$ cat src/rtl/ct_pkg.sv
`timescale 1ns/1ps
package ct_pkg;
    localparam int CNT_W = 24;

    typedef enum logic [1:0] {
        SRC_4K  = 2'b00,
        SRC_64  = 2'b01,
        SRC_SEC = 2'b10,
        SRC_MIN = 2'b11
    } src_e;

    localparam logic [7:0] A_PRE_LO  = 8'h0B;
    localparam logic [7:0] A_PRE_MID = 8'h0C;
    localparam logic [7:0] A_MODE    = 8'h0D;
    localparam logic [7:0] A_FLAG    = 8'h0E;
    localparam logic [7:0] A_CTRL    = 8'h0F;
    localparam logic [7:0] A_MON_LO  = 8'h1C;
    localparam logic [7:0] A_MON_MID = 8'h1D;
    localparam logic [7:0] A_MON_HI  = 8'h1E;
    localparam logic [7:0] A_PRE_HI  = 8'h1F;

    typedef struct packed {
        logic [CNT_W-1:0] preset;
        src_e             sel;
        logic             run_en;
        logic             irq_en;
        logic             hold;
        logic             flag;
    } regs_t;
endpackage

$ cat src/rtl/ct_tick_sel.sv
`timescale 1ns/1ps
module ct_tick_sel
    import ct_pkg::*;
(
    input  src_e sel,
    input  logic tick_4k,
    input  logic tick_64,
    input  logic tick_sec,
    input  logic tick_min,
    output logic src_tick,
    output logic fast_src
);
    always_comb begin
        unique case (sel)
            SRC_4K:  src_tick = tick_4k;
            SRC_64:  src_tick = tick_64;
            SRC_SEC: src_tick = tick_sec;
            default: src_tick = tick_min;
        endcase
        fast_src = (sel == SRC_4K);
    end
endmodule

$ cat src/rtl/ct_down.sv
`timescale 1ns/1ps
module ct_down #(
    parameter int W = 24
) (
    input  logic         clk,
    input  logic         rst_n,
    input  logic         restart,
    input  logic         run,
    input  logic         tick,
    input  logic [W-1:0] preset,
    output logic [W-1:0] count,
    output logic         evt
);
    localparam logic [W-1:0] ONE = W'(1);

    typedef struct packed {
        logic [W-1:0] cnt;
        logic         loaded;
    } dn_t;

    dn_t st_d, st_q;
    logic evt_d;

    always_comb begin
        st_d  = st_q;
        evt_d = 1'b0;
        if (restart) begin
            st_d.loaded = 1'b0;
        end else if (run && tick) begin
            if (!st_q.loaded) begin
                st_d.cnt    = preset;
                st_d.loaded = 1'b1;
            end else if (st_q.cnt <= ONE) begin
                st_d.cnt = preset;
                evt_d    = 1'b1;
            end else begin
                st_d.cnt = st_q.cnt - ONE;
            end
        end
    end

    always_ff @(posedge clk or negedge rst_n) begin
        if (!rst_n) begin
            st_q <= '0;
        end else begin
            st_q <= st_d;
        end
    end

    assign count = st_q.cnt;
    assign evt   = evt_d;
endmodule

$ cat src/rtl/ct_pulse.sv
`timescale 1ns/1ps
module ct_pulse #(
    parameter int LONG_TICKS  = 32,
    parameter int SHORT_TICKS = 1
) (
    input  logic clk,
    input  logic rst_n,
    input  logic fire,
    input  logic short_sel,
    input  logic tick_4k,
    input  logic release_now,
    output logic irq_n
);
    localparam int PW_W = $clog2(LONG_TICKS + 1);
    localparam logic [PW_W-1:0] ONE = PW_W'(1);

    typedef struct packed {
        logic [PW_W-1:0] left;
        logic            low;
    } pl_t;

    pl_t st_d, st_q;

    always_comb begin
        st_d = st_q;
        if (fire) begin
            st_d.low  = 1'b1;
            st_d.left = short_sel ? PW_W'(SHORT_TICKS) : PW_W'(LONG_TICKS);
        end else if (release_now) begin
            st_d.low  = 1'b0;
            st_d.left = '0;
        end else if (st_q.low && tick_4k) begin
            if (st_q.left <= ONE) begin
                st_d.low  = 1'b0;
                st_d.left = '0;
            end else begin
                st_d.left = st_q.left - ONE;
            end
        end
    end

    always_ff @(posedge clk or negedge rst_n) begin
        if (!rst_n) begin
            st_q <= '0;
        end else begin
            st_q <= st_d;
        end
    end

    assign irq_n = ~st_q.low;
endmodule

$ cat src/rtl/cyc_timer.sv
`timescale 1ns/1ps
module cyc_timer
    import ct_pkg::*;
#(
    parameter int LONG_TICKS  = 32,
    parameter int SHORT_TICKS = 1
) (
    input  logic       clk,
    input  logic       rst_n,
    input  logic       tick_4k,
    input  logic       tick_64,
    input  logic       tick_sec,
    input  logic       tick_min,
    input  logic [7:0] reg_addr,
    input  logic       wr_en,
    input  logic [7:0] wr_data,
    output logic [7:0] rd_data,
    output logic       irq_n
);
    regs_t r_d, r_q;

    logic             wr_mode, wr_flag, wr_ctrl;
    logic             src_tick, fast_src;
    logic             restart, run, evt, release_now;
    logic [CNT_W-1:0] count;

    assign wr_mode = wr_en && (reg_addr == A_MODE);
    assign wr_flag = wr_en && (reg_addr == A_FLAG);
    assign wr_ctrl = wr_en && (reg_addr == A_CTRL);

    assign restart     = wr_mode && wr_data[4] && !r_q.run_en;
    assign run         = r_q.run_en && !r_q.hold && (r_q.preset != '0);
    assign release_now = (wr_flag && !wr_data[4]) || (wr_ctrl && !wr_data[4]) || !r_q.irq_en;

    ct_tick_sel u_sel (
        .sel      (r_q.sel),
        .tick_4k  (tick_4k),
        .tick_64  (tick_64),
        .tick_sec (tick_sec),
        .tick_min (tick_min),
        .src_tick (src_tick),
        .fast_src (fast_src)
    );

    ct_down #(.W(CNT_W)) u_down (
        .clk     (clk),
        .rst_n   (rst_n),
        .restart (restart),
        .run     (run),
        .tick    (src_tick),
        .preset  (r_q.preset),
        .count   (count),
        .evt     (evt)
    );

    ct_pulse #(.LONG_TICKS(LONG_TICKS), .SHORT_TICKS(SHORT_TICKS)) u_pulse (
        .clk         (clk),
        .rst_n       (rst_n),
        .fire        (evt && r_q.irq_en),
        .short_sel   (fast_src),
        .tick_4k     (tick_4k),
        .release_now (release_now),
        .irq_n       (irq_n)
    );

    always_comb begin
        r_d = r_q;
        if (wr_en) begin
            unique case (reg_addr)
                A_PRE_LO:  r_d.preset[7:0]   = wr_data;
                A_PRE_MID: r_d.preset[15:8]  = wr_data;
                A_PRE_HI:  r_d.preset[23:16] = wr_data;
                A_MODE: begin
                    r_d.sel    = src_e'(wr_data[1:0]);
                    r_d.run_en = wr_data[4];
                end
                A_CTRL: begin
                    r_d.irq_en = wr_data[4];
                    r_d.hold   = wr_data[0];
                end
                default: ;
            endcase
        end
        if (wr_flag && !wr_data[4]) begin
            r_d.flag = 1'b0;
        end
        if (evt) begin
            r_d.flag = 1'b1;
        end
    end

    always_ff @(posedge clk or negedge rst_n) begin
        if (!rst_n) begin
            r_q        <= '0;
            r_q.sel    <= SRC_64;
        end else begin
            r_q <= r_d;
        end
    end

    always_comb begin
        unique case (reg_addr)
            A_PRE_LO:  rd_data = r_q.preset[7:0];
            A_PRE_MID: rd_data = r_q.preset[15:8];
            A_PRE_HI:  rd_data = r_q.preset[23:16];
            A_MODE:    rd_data = {3'b000, r_q.run_en, 2'b00, r_q.sel};
            A_FLAG:    rd_data = {3'b000, r_q.flag, 4'b0000};
            A_CTRL:    rd_data = {3'b000, r_q.irq_en, 3'b000, r_q.hold};
            A_MON_LO:  rd_data = count[7:0];
            A_MON_MID: rd_data = count[15:8];
            A_MON_HI:  rd_data = count[23:16];
            default:   rd_data = 8'h00;
        endcase
    end
endmodule

$ cat config.mk
export PLATFORM = sky130hd
export DESIGN_NAME = cyc_timer
export DESIGN_NICKNAME = d
export VERILOG_FILES = /design/src/rtl/ct_pkg.sv /design/src/rtl/ct_tick_sel.sv /design/src/rtl/ct_down.sv /design/src/rtl/ct_pulse.sv /design/src/rtl/cyc_timer.sv
export SDC_FILE = /design/constraint.sdc
export NUM_CORES = 1
export LEC_CHECK = 0
export ABC_AREA = 1
export BUFFER_PORTS_ARGS = -buffer_cell sky130_fd_sc_hd__buf_2
export CAP_MARGIN = 10
export CORE_UTILIZATION = 30
export CTS_CLUSTER_DIAMETER = 50
export CTS_CLUSTER_SIZE = 40
export DETAILED_ROUTE_END_ITERATION = 10
export SETUP_SLACK_MARGIN = 0.2
export SLEW_MARGIN = 20
export SYNTH_ARGS = -nofsm -noshare
export SYNTH_HDL_FRONTEND = slang
export SYNTH_SLANG_ARGS = --single-unit
export TNS_END_PERCENT = 20
$ cat constraint.sdc
create_clock -name clk -period 2.1 [get_ports clk]
set_input_delay 0.105 -clock clk [delete_from_list [all_inputs] [get_ports clk]]
set_output_delay 0.105 -clock clk [all_outputs]
set_load 0.03 [all_outputs]
After elaboration in Yosys (flattened, before gate mapping)
Cells that the tools add are included.
- bits in registers: 62
- output and inout port bits: 9
- equal/unequal tests: 11
- bitwise gates (word level): 2
- reductions and logical operators: 31
- add/subtract/negate cells: 2
- order comparisons: 2
- muxes and demuxes: 18
- operators by type and width (cell ; count):
    $pmux 8 s9 ; 1
    $mux 24 ; 2
    $eq 8x4->1 const B ; 5
    $eq 8x5->1 const B ; 4
    $le 24x1->1 const B ; 1
    $reduce_bool 24->1 ; 1
    $sub 24x1->24 const B ; 1
    $mux 7 ; 3
    $reduce_and 2->1 ; 7
    $logic_and 1x1->1 ; 12
    $mux 6 ; 2
    $mux 1 ; 9
    $le 6x1->1 const B ; 1
    $reduce_bool 3->1 ; 2
    $sub 6x1->6 const B ; 1
    $logic_not 1->1 ; 4
    $reduce_bool 2->1 ; 2
    $pmux 1 s3 ; 1
    $eq 2x1->1 const B ; 1
    $eq 2x2->1 const B ; 1
    $logic_not 2->1 ; 1
    $logic_or 1x1->1 ; 2
    $not 1->1 ; 2

Logic depth before layout (Yosys ltp)
Gate-level depths: netlist of run 1.
- depth after elaboration: 9
- gate-level depth with buffers: 12
- depth with buffers taken out: 12

Hierarchy
A second synthesis of run 1 with hierarchy kept.
- cell total of the unflattened synthesis: 711
- area, all modules: 4732.0 sq um
- modules (own cells, without submodules) (module ; cells each ; times used ; seq. area each (sq um) ; area an instance (sq um)):
    ct_down ; 377 ; 1 ; 625.6 ; 2275.9
    cyc_timer ; 266 ; 1 ; 752.0 ; 1973.1
    ct_pulse ; 60 ; 1 ; 175.2 ; 444.2
    ct_tick_sel ; 8 ; 1 ; 0.0 ; 38.8

Worst setup path after synthesis of run 1
OpenSTA, ideal clock, no wires.
- path kind: register to register
- start point: reg u_down.st_q, in the netlist u_down.count[0]
- end point: reg u_down.st_q, in the netlist u_down.count[17]
- slack: 398 ps
- cell stages (with the launch flop): 11
- data arrival time: 1574 ps
- setup time: 129 ps
- path buffers: 2
- data required time: 1971 ps
- path through: dfrtp_1 -> inv_1 -> ha_1 -> o21ai_0 -> nor2_1 -> nand3_2 -> nand2_4 -> buf_8 -> buf_12 -> o21ai_0 -> o21ai_0
- cells in the longest elaborated chain, start to end: 3
- elaborated cells between the ends (all ways): 4
- classes of those cells: add/sub: 1; order compare: 1; mux: 2
- ends and longest elaborated chain (element ; RTL line ; text):
    start: declaration ; ct_down.sv:21 ; dn_t st_d, st_q;
    start signal: assignment ; ct_down.sv:46 ; st_q <= st_d;
    $sub 24x1->24 / $le 24x1->1 (equally long branches) ; ct_down.sv:37, ct_down.sv:33 ;
    $mux 24 (*) ; ct_down.sv:33 ; end else if (st_q.cnt <= ONE) begin
    $mux 24 (*) ; ct_down.sv:30 ; if (!st_q.loaded) begin
Every way passes the cells marked *; elsewhere a longest branch is shown, timed or not.
A chain may end at the register's enable or synchronous reset.

Worst setup path in the final report of run 1
- start point: reg u_down.st_q, in the netlist u_down.count[0]
- end point: reg u_down.st_q, in the netlist u_down.count[11]
The elaborated chain is that of the path after synthesis.

==> results.sh, run 1 <==
export IMPL_dpl_cell_area_mm2=0.00447
export IMPL_clk_pin_slew_worst_paths_ns=0.06
export IMPL_nets=643
export IMPL_path_max_fanout=19
export IMPL_synth_top_family_by_area="simple AND/OR/NAND/NOR gates"
export IMPL_clk_latency_ns=0.34
export IMPL_clockRootBuffer="clkbuf_16"
export IMPL_switchingPower_mw=2.07
export IMPL_drtAntennaViolNets=0
export IMPL_wl_um=12200
export IMPL_final_area_mm2=0.00492
export IMPL_start_util_pct=31.0
export IMPL_wl_per_cell_um=15.3
export IMPL_grt_max_degree=47
export IMPL_end_kind="register"
export IMPL_critPathRequiredTime_ns=2.35
export IMPL_die_h_um=119
export IMPL_routed_via_density=5.07
export IMPL_rsz0062_at_grt="yes"
export IMPL_peakVddDrop_v=0.000658
export IMPL_ys_ff_latch=62
export IMPL_synth_simple_area_share_pct=29.5
export IMPL_critical_path_max_stage_delay_ns=0.44
export IMPL_worst_ep_arrival_time_ns=2.01
export IMPL_final_cell_mix="nand2_1 (124), nor2_1 (78), inv_1 (68), dfrtp_1 (61), o21ai_0 (58)"
export IMPL_synthCells=571
export IMPL_track_usage_pct=18.3
export IMPL_hold_viol_final=0
export IMPL_synth_compound_area_share_pct=16.1
export IMPL_synthTopCellsByArea="dfrtp_1 (37%), nand2_1 (11%), nor2_1 (7.2%), o21ai_0 (7.2%), inv_1 (6.4%)"
export IMPL_p_leak_nw=2.25
export IMPL_area_growth_pct=19.5
export IMPL_hp_class="in2reg"
export IMPL_fin_skew_ns=0.00568
export IMPL_crit_type="reg2reg"
export IMPL_hpwl_um=9300
export IMPL_yosysSeqAreaShare_pct=37.7
export IMPL_numPortBuffers=31
export IMPL_antenna_found_initial=0
export IMPL_vias=4041
export IMPL_tightest_slew_ns=0.453
export IMPL_cap_violations=0
export IMPL_cp_start_kind="register"
export IMPL_async_flop_share_pct=100
export IMPL_synthDistinctLibCells=38
export IMPL_crit_chain="inv_2, ha_4, o21ai_0, nor2_1, nand3_2, nand2_4, inv_4, nand2_1, o21ai_0, o21ai_0"
export IMPL_synth_nets=598
export IMPL_synth_flop_cell="dfrtp_1"
export IMPL_cts_path_max_buffers=2
export IMPL_pwr_share_seq_pct=35.9
export IMPL_cp_slowest_cell="dfrtp_1"
export IMPL_pin_count=32
export IMPL_synth_xor_area_share_pct=4.89
export IMPL_synth_edf_count=0
export IMPL_overflow=0
export IMPL_switching_share_pct=39.4
export IMPL_rows=42
export IMPL_fmax_mhz=568
export IMPL_synth_area_mux_share_pct=1.37
export IMPL_grt_pass1_vias=3878
export IMPL_drive_gt1_share_pct=16.6
export IMPL_setup_viol=0
export IMPL_synth_top_cell_area_share_pct=37.1
export IMPL_fin_crit_sh_pct=83.9
export IMPL_power_density_mw_per_mm2=1070
export IMPL_drtIter0Drc=326
export IMPL_synth_fa_ha_area_share_pct=1.22
export IMPL_core_mm2=0.0133
export IMPL_cts_max_level=3
export IMPL_cts_tree="done"
export IMPL_grt_first_pass_wirelength_um=20200
export IMPL_yosysWarnings=0
export IMPL_drtPass1Iterations=5
export IMPL_setup_tns_ns=0
export IMPL_die_area_mm2=0.0142
export IMPL_routabilityCongestion=0.912
export IMPL_final_max_slew_viol_count=0
export IMPL_clock_sinks=62
export IMPL_layout_commonest_cell="nand2_1"
export IMPL_max_slew_margin_rel_pct=69.7
export IMPL_p_comb_share_pct=32.5
export IMPL_syn_area_per_cell_um2=7.21
export IMPL_crit_top_cell="o21ai_0"
export IMPL_netlist_area_mm2=0.00412
export IMPL_p_int_mw=3.18
export IMPL_period_minus_slack_ns=1.76
export IMPL_cts_inserted_buffers=9
export IMPL_antenna_cells=0
export IMPL_worstPathBufferInverterCount=2
export IMPL_remaining_drc_errors=0
export IMPL_whs_ns=0.0138
export IMPL_fillers=1391
export IMPL_yosys_area_top_type="dfrtp_1"
export IMPL_pwr_share_clk_pct=31.6
export IMPL_cpLargestDelayFamily="simple AND/OR/NAND/NOR gates"
export IMPL_die_w_um=119
export IMPL_status="complete, no violations"
layer usage:
layer  vias to the layer above  share of wire, %  GRT usage (%)
met5                         -                 0              0
li1                       1951                 -              -
met4                         0               3.0           7.91
met2                       109                46           28.3
met3                        27               4.9           3.74
met1                      1954                47           24.6
synth_stat cells, types with 4 or more instances:
| cell | instances |
|---|---|
| a21oi_1 | 19 |
| buf_2 | 6 |
| dfrtp_1 | 61 |
| ha_1 | 4 |
| inv_1 | 70 |
| inv_2 | 4 |
| mux2_2 | 5 |
| nand2_1 | 125 |
| nand2_2 | 5 |
| nand3_1 | 34 |
| nand4_1 | 4 |
| nor2_1 | 79 |
| nor2_2 | 7 |
| nor2_4 | 6 |
| nor3_1 | 8 |
| o211ai_1 | 4 |
| o21ai_0 | 59 |
| o21ai_1 | 9 |
| o22ai_1 | 14 |
| xor2_1 | 20 |
logic make-up (layout without fill, tap and decap cells):
| kind of cell | count (synthesis) | in the layout |
|---|---|---|
| simple gates | 275 | 275 |
| compound gates | 116 | 116 |
| buf+inv | 86 | 136 |
| flops | 62 | 62 |
| xor+xnor | 23 | 23 |
| mux | 5 | 5 |
| fa+ha+maj | 4 | 4 |
registers in the layout, summed over array words and instances (netlist names):
| register | cells |
|---|---|
| u_down.count | 24 |
| u_down.st_q | 1 |
| u_pulse.st_q | 7 |
| r_q | 30 |
worst register-to-register path: stages (launching register included):
cell and delay [ns]:
dfrtp_1 0.44, inv_2 0.11, ha_4 0.16, o21ai_0 0.07
nor2_1 0.17, nand3_2 0.14, nand2_4 0.14, inv_4 0.12
nand2_1 0.08, o21ai_0 0.07, o21ai_0 0.17
path summary, 6_finish.rpt:
| path | startpoint | cells past startpoint | slack, ns | to |
|---|---|---|---|---|
| worst max-delay path | u_down.count[0] | 10 | 0.34 | u_down.count[11] |
| worst min-delay path | wr_data[3] | 3 | 0.01 | r_q[25] |
| worst max register to register | u_down.count[0] | 10 | 0.34 | u_down.count[11] |
| worst min register to register | r_q[3] | 2 | 0.52 | u_down.st_q[0] |
| max in group asynchronous | rst_n | 3 | 1.21 | r_q[4] |
| min in group asynchronous | rst_n | 2 | 0.25 | u_pulse.st_q[3] |
through the flow:
| step | std cells | total power [mW] | worst slack, ns | util (%) |
|---|---|---|---|---|
| after CTS | 794 | 5.14 | 0.175 | 36.4 |
| final | 797 | 5.26 | 0.339 | 37.0 |
| after detailed placement | 775 | 3.43 | 0.170 | 33.6 |
| after floorplan | 571 | 3.01 | 0.398 | - |
| after global routing | 797 | 5.60 | 0.203 | 37.0 |
| after global placement | 775 | 3.42 | 0.243 | 33.6 |
cell type report:
type | count | area (um^2) | area share (%)
Sequential cell | 62 | 1550 | 31.6
Inverter | 74 | 283 | 5.75
Tap cell | 176 | 220 | 4.48
Timing Repair Buffer | 46 | 322 | 6.54
Clock inverter | 6 | 92.6 | 1.88
Clock buffer | 10 | 239 | 4.86
Multi-Input combinational cell | 423 | 2210 | 44.9
power groups by stage:
stage                     Combinational [mW]  Clock [mW]  Sequential [mW]
after floorplan                         1.25           0             1.75
after global placement                  1.53           0             1.88
after detailed placement                1.55           0             1.89
after CTS                               1.57        1.70             1.87
after global routing                    1.93        1.74             1.92
final                                   1.71        1.66             1.89
what timing repair did:
| action | in CTS | in global routing |
|---|---|---|
| buffers inserted | 0 | 2 |
| resized for setup | 1 | 15 |
| endpoints found under the hold margin | 18 | 0 |
| hold buffers | 3 | 0 |
| gates cloned | 0 | 1 |
| endpoints found under the setup margin | 8 | 29 |
| pin swaps | 0 | 3 |
Power figures use the tool's default switching activity.
==> inputs of run 2 (changes only) <==
--- a/config.mk
+++ b/config.mk
@@ -5,7 +5,7 @@
 export SDC_FILE = /design/constraint.sdc
 export NUM_CORES = 1
 export LEC_CHECK = 0
-export ABC_AREA = 1
+export ABC_AREA = 0
 export BUFFER_PORTS_ARGS = -buffer_cell sky130_fd_sc_hd__buf_2
 export CAP_MARGIN = 10
 export CORE_UTILIZATION = 30
==> constraint.sdc (replaced) <==
create_clock -name clk -period 1.8 [get_ports clk]
set_input_delay 0.09 -clock clk [delete_from_list [all_inputs] [get_ports clk]]
set_output_delay 0.09 -clock clk [all_outputs]
set_load 0.03 [all_outputs]
==> run 2 against run 1 <==
Compared with the run above:
- the run now ends with negative setup slack left
- wire length rose by 2.1%
- setup slack got worse by 0.66 ns
- non-clock buffer count grew 83
- die area is 9.0% lower
- critical endpoint unchanged
- cell area grew 10%
- largest cell class unchanged
- via count decreased by 8.3%
- hold slack worse by 0.0089 ns
- area after synthesis fell by 9.2%
- largest power group is now clock
- clock skew up 0.0019 ns
==> results.sh, run 2 <==
export IMPL_r2r_cells=7
export IMPL_yosysSeqAreaShare_pct=41.5
export IMPL_period_minus_slack_ns=2.13
export IMPL_tightest_slew_ns=0.579
export IMPL_max_slew_margin_rel_pct=61.4
export IMPL_cp_slowest_cell="or4_4"
export IMPL_endpoint="u_down.count[11]"
export IMPL_routed_via_density=5.47
export IMPL_clk_pin_slew_worst_paths_ns=0.06
export IMPL_cts_path_max_buffers=2
export IMPL_hp_class="in2reg"
export IMPL_p_int_mw=2.99
export IMPL_cts_inserted_buffers=9
export IMPL_multi_input_area_mm2=0.00223
export IMPL_synth_top_cell_area_share_pct=40.8
export IMPL_area_growth_pct=44.6
export IMPL_crit_start="u_down.count[11]"
export IMPL_start_util_pct=31.0
export IMPL_finalNonFillerCells=678
export IMPL_core_mm2=0.0121
export IMPL_clock_sinks=62
export IMPL_remaining_drc_errors=0
export IMPL_p_leak_nw=2.53
export IMPL_synthTopCellsByArea="dfrtp_1 (41%), mux2_2 (8.7%), mux2i_1 (5.4%), a22oi_1 (5.0%), nor2_1 (2.8%)"
export IMPL_r2r_start="u_down.count[11]"
export IMPL_die_area_mm2=0.0129
export IMPL_synthDistinctLibCells=48
export IMPL_pwr_share_seq_pct=37.0
export IMPL_cts_tree="done"
export IMPL_place_inst=658
export IMPL_final_max_slew_viol_count=0
export IMPL_grt_pass1_vias=3689
export IMPL_switchingPower_mw=1.08
export IMPL_async_flop_share_pct=100
export IMPL_cp_start_kind="register"
export IMPL_numPortBuffers=31
export IMPL_hpwl_um=9150
export IMPL_syn_area_per_cell_um2=9.74
export IMPL_synth_cells_most_frequent="dfrtp_1 (61), mux2_2 (29), nor2_1 (28)"
export IMPL_track_usage_pct=19.8
export IMPL_worst_ep_arrival_time_ns=2.37
export IMPL_critical_path_max_stage_delay_ns=0.57
export IMPL_register_area_mm2=0.00155
export IMPL_die_w_um=114
export IMPL_yosysWarnings=0
export IMPL_rows=40
export IMPL_cap_violations=0
export IMPL_hold_viol_final=0
export IMPL_die_h_um=114
export IMPL_yosys_area_top_type="dfrtp_1"
export IMPL_setup_tns_ns=-8.51
export IMPL_timing_rr_end="u_down.count[11]"
export IMPL_fmax_mhz=470
export IMPL_layout_commonest_cell="buf_4"
export IMPL_synth_nets=411
export IMPL_largest_register="r_q"
export IMPL_synth_flop_cell="dfrtp_1"
export IMPL_clockRootBuffer="clkbuf_16"
export IMPL_critPathRequiredTime_ns=2.05
export IMPL_r2r_setup_slack_ns=-0.33
export IMPL_drive_gt1_share_pct=43.3
export IMPL_rsz0062_at_grt="yes"
export IMPL_fin_skew_ns=0.00763
export IMPL_crit_chain="or4_4, nor4_4, buf_4, a31oi_4, buf_12, mux2i_1, a2bb2oi_1"
export IMPL_antenna_cells=0
export IMPL_largest_register_ffs=30
export IMPL_wl_per_cell_um=18.4
export IMPL_grt_first_pass_wirelength_um=19500
export IMPL_vias=3706
export IMPL_pin_count=32
export IMPL_crit_type="reg2reg"
export IMPL_timing_final_ws_setup_ns=-0.326
export IMPL_clk_latency_ns=0.34
export IMPL_netlist_area_mm2=0.00374
export IMPL_cts_max_level=3
export IMPL_nets=532
export IMPL_violations="negative setup slack"
export IMPL_switching_share_pct=26.6
export IMPL_fillers=1154
export IMPL_status="finished, violations left"
export IMPL_pre_cts_slack_ns=-0.442
export IMPL_fin_crit_sh_pct=118
export IMPL_peakVddDrop_v=0.000679
export IMPL_ys_ff_latch=62
export IMPL_path_max_fanout=25
export IMPL_end_kind="register"
export IMPL_routabilityCongestion=0.884
export IMPL_antenna_found_initial=0
export IMPL_pwr_share_clk_pct=47.6
export IMPL_drtAntennaViolNets=0
export IMPL_setup_viol=32
export IMPL_p_comb_share_pct=15.4
export IMPL_synth_edf_count=0
export IMPL_synthCells=384
export IMPL_drtPass1Iterations=6
export IMPL_fin_total_pwr_mw=4.07
export IMPL_wl_um=12500
export IMPL_overflow=0
export IMPL_power_density_mw_per_mm2=753
export IMPL_final_cell_mix="buf_4 (86), dfrtp_1 (61), mux2_2 (29), nor2_1 (26), nand2_1 (25)"
export IMPL_final_util_pct=44.8
export IMPL_yosysMostFrequentCell="dfrtp_1"
export IMPL_grt_max_degree=39
export IMPL_drtIter0Drc=247
-- run 2: cell types whose count changed after synthesis, sizes merged, moves of 10 or more --
cell     previous run  this run
xor2               20         0
a2bb2oi             0        11
nor2               92        28
nor3                9        19
mux2                5        31
clkbuf              0        12
inv                74        16
or3                 0        10
a22oi               1        25
nand3              36        19
nor4                0        14
nand2             131        25
o21ai              68        13
mux2i               0        20
-- run 2: stage by stage --
stage / area, um^2 / hold slack [ns]
2_1_floorplan: 3740 / -0.206
3_3_place_gp: 4780 / 0.106
3_5_place_dp: 4780 / 0.113
4_1_cts: 5320 / 0.00516
5_1_grt: 5410 / 0.0156
6_report: 5410 / 0.00496
-- run 2: critical path, delay by kind of cell, from the launching register on --
| family | cells | cell delay [ns] |
|---|---|---|
| and+or+nand+nor | 2 | 0.83 |
| DFF | 1 | 0.38 |
| buffers and inverters | 2 | 0.38 |
| AOI/OAI and AO/OA | 2 | 0.30 |
| muxes | 1 | 0.14 |
-- run 2: repair_timing --
item / in CTS / in global routing
hold buffers: 1 / 0
pin swaps: 19 / 20
buffers inserted: 2 / 1
setup endpoints to repair: 41 / 41
hold endpoints to repair: 24 / 0
resized for setup: 48 / 18
-- run 2: cells by family (layout without fill, tap and decap cells) --
| group | count (synthesis) | after routing | share of synthesized area (%) |
|---|---|---|---|
| DFF | 62 | 62 | 41.5 |
| and+or+nand+nor | 139 | 139 | 20.0 |
| buffers and inverters | 35 | 161 | 4.38 |
| muxes | 52 | 52 | 15.3 |
| adders and majority gates | 4 | 4 | 1.34 |
| AOI/OAI and AO/OA | 92 | 92 | 17.4 |
-- run 2: final cells by class --
type	count	share of cell area (%)
repair buffers	129	19.0
clock inverters	7	1.94
flip-flops and latches	62	28.7
inverters	16	1.11
multi-input cells	287	41.2
clock buffers	9	4.16
well taps	168	3.89
-- run 2: how the worst min path moves through the flow --
stage	startpoint	end	slack, ns	depth (start not counted)
6_report	wr_data[5]	r_q[11]	0.005	2
5_1_grt	wr_data[5]	r_q[11]	0.02	2
4_1_cts	wr_data[5]	r_q[11]	0.005	2
3_5_place_dp	rst_n	r_q[14]	0.11	1
3_3_place_gp	rst_n	r_q[14]	0.11	1
2_1_floorplan	rst_n	r_q[0]	-0.21	0
-- run 2: power by group through the flow --
stage          Sequential [mW]  Clock, mW  Combinational [mW]
3_3_place_gp              1.52          0               0.568
3_5_place_dp              1.53          0               0.578
5_1_grt                   1.51       2.02               0.673
4_1_cts                   1.50       1.97               0.608
6_report                  1.51       1.94               0.627
2_1_floorplan             1.53          0               0.251
-- run 2: layer usage --
metal	wire length [um]	GRT usage, %
met3	712	3.88
met5	0	0
met2	6120	33.6
met1	5410	25.2
met4	214	6.75
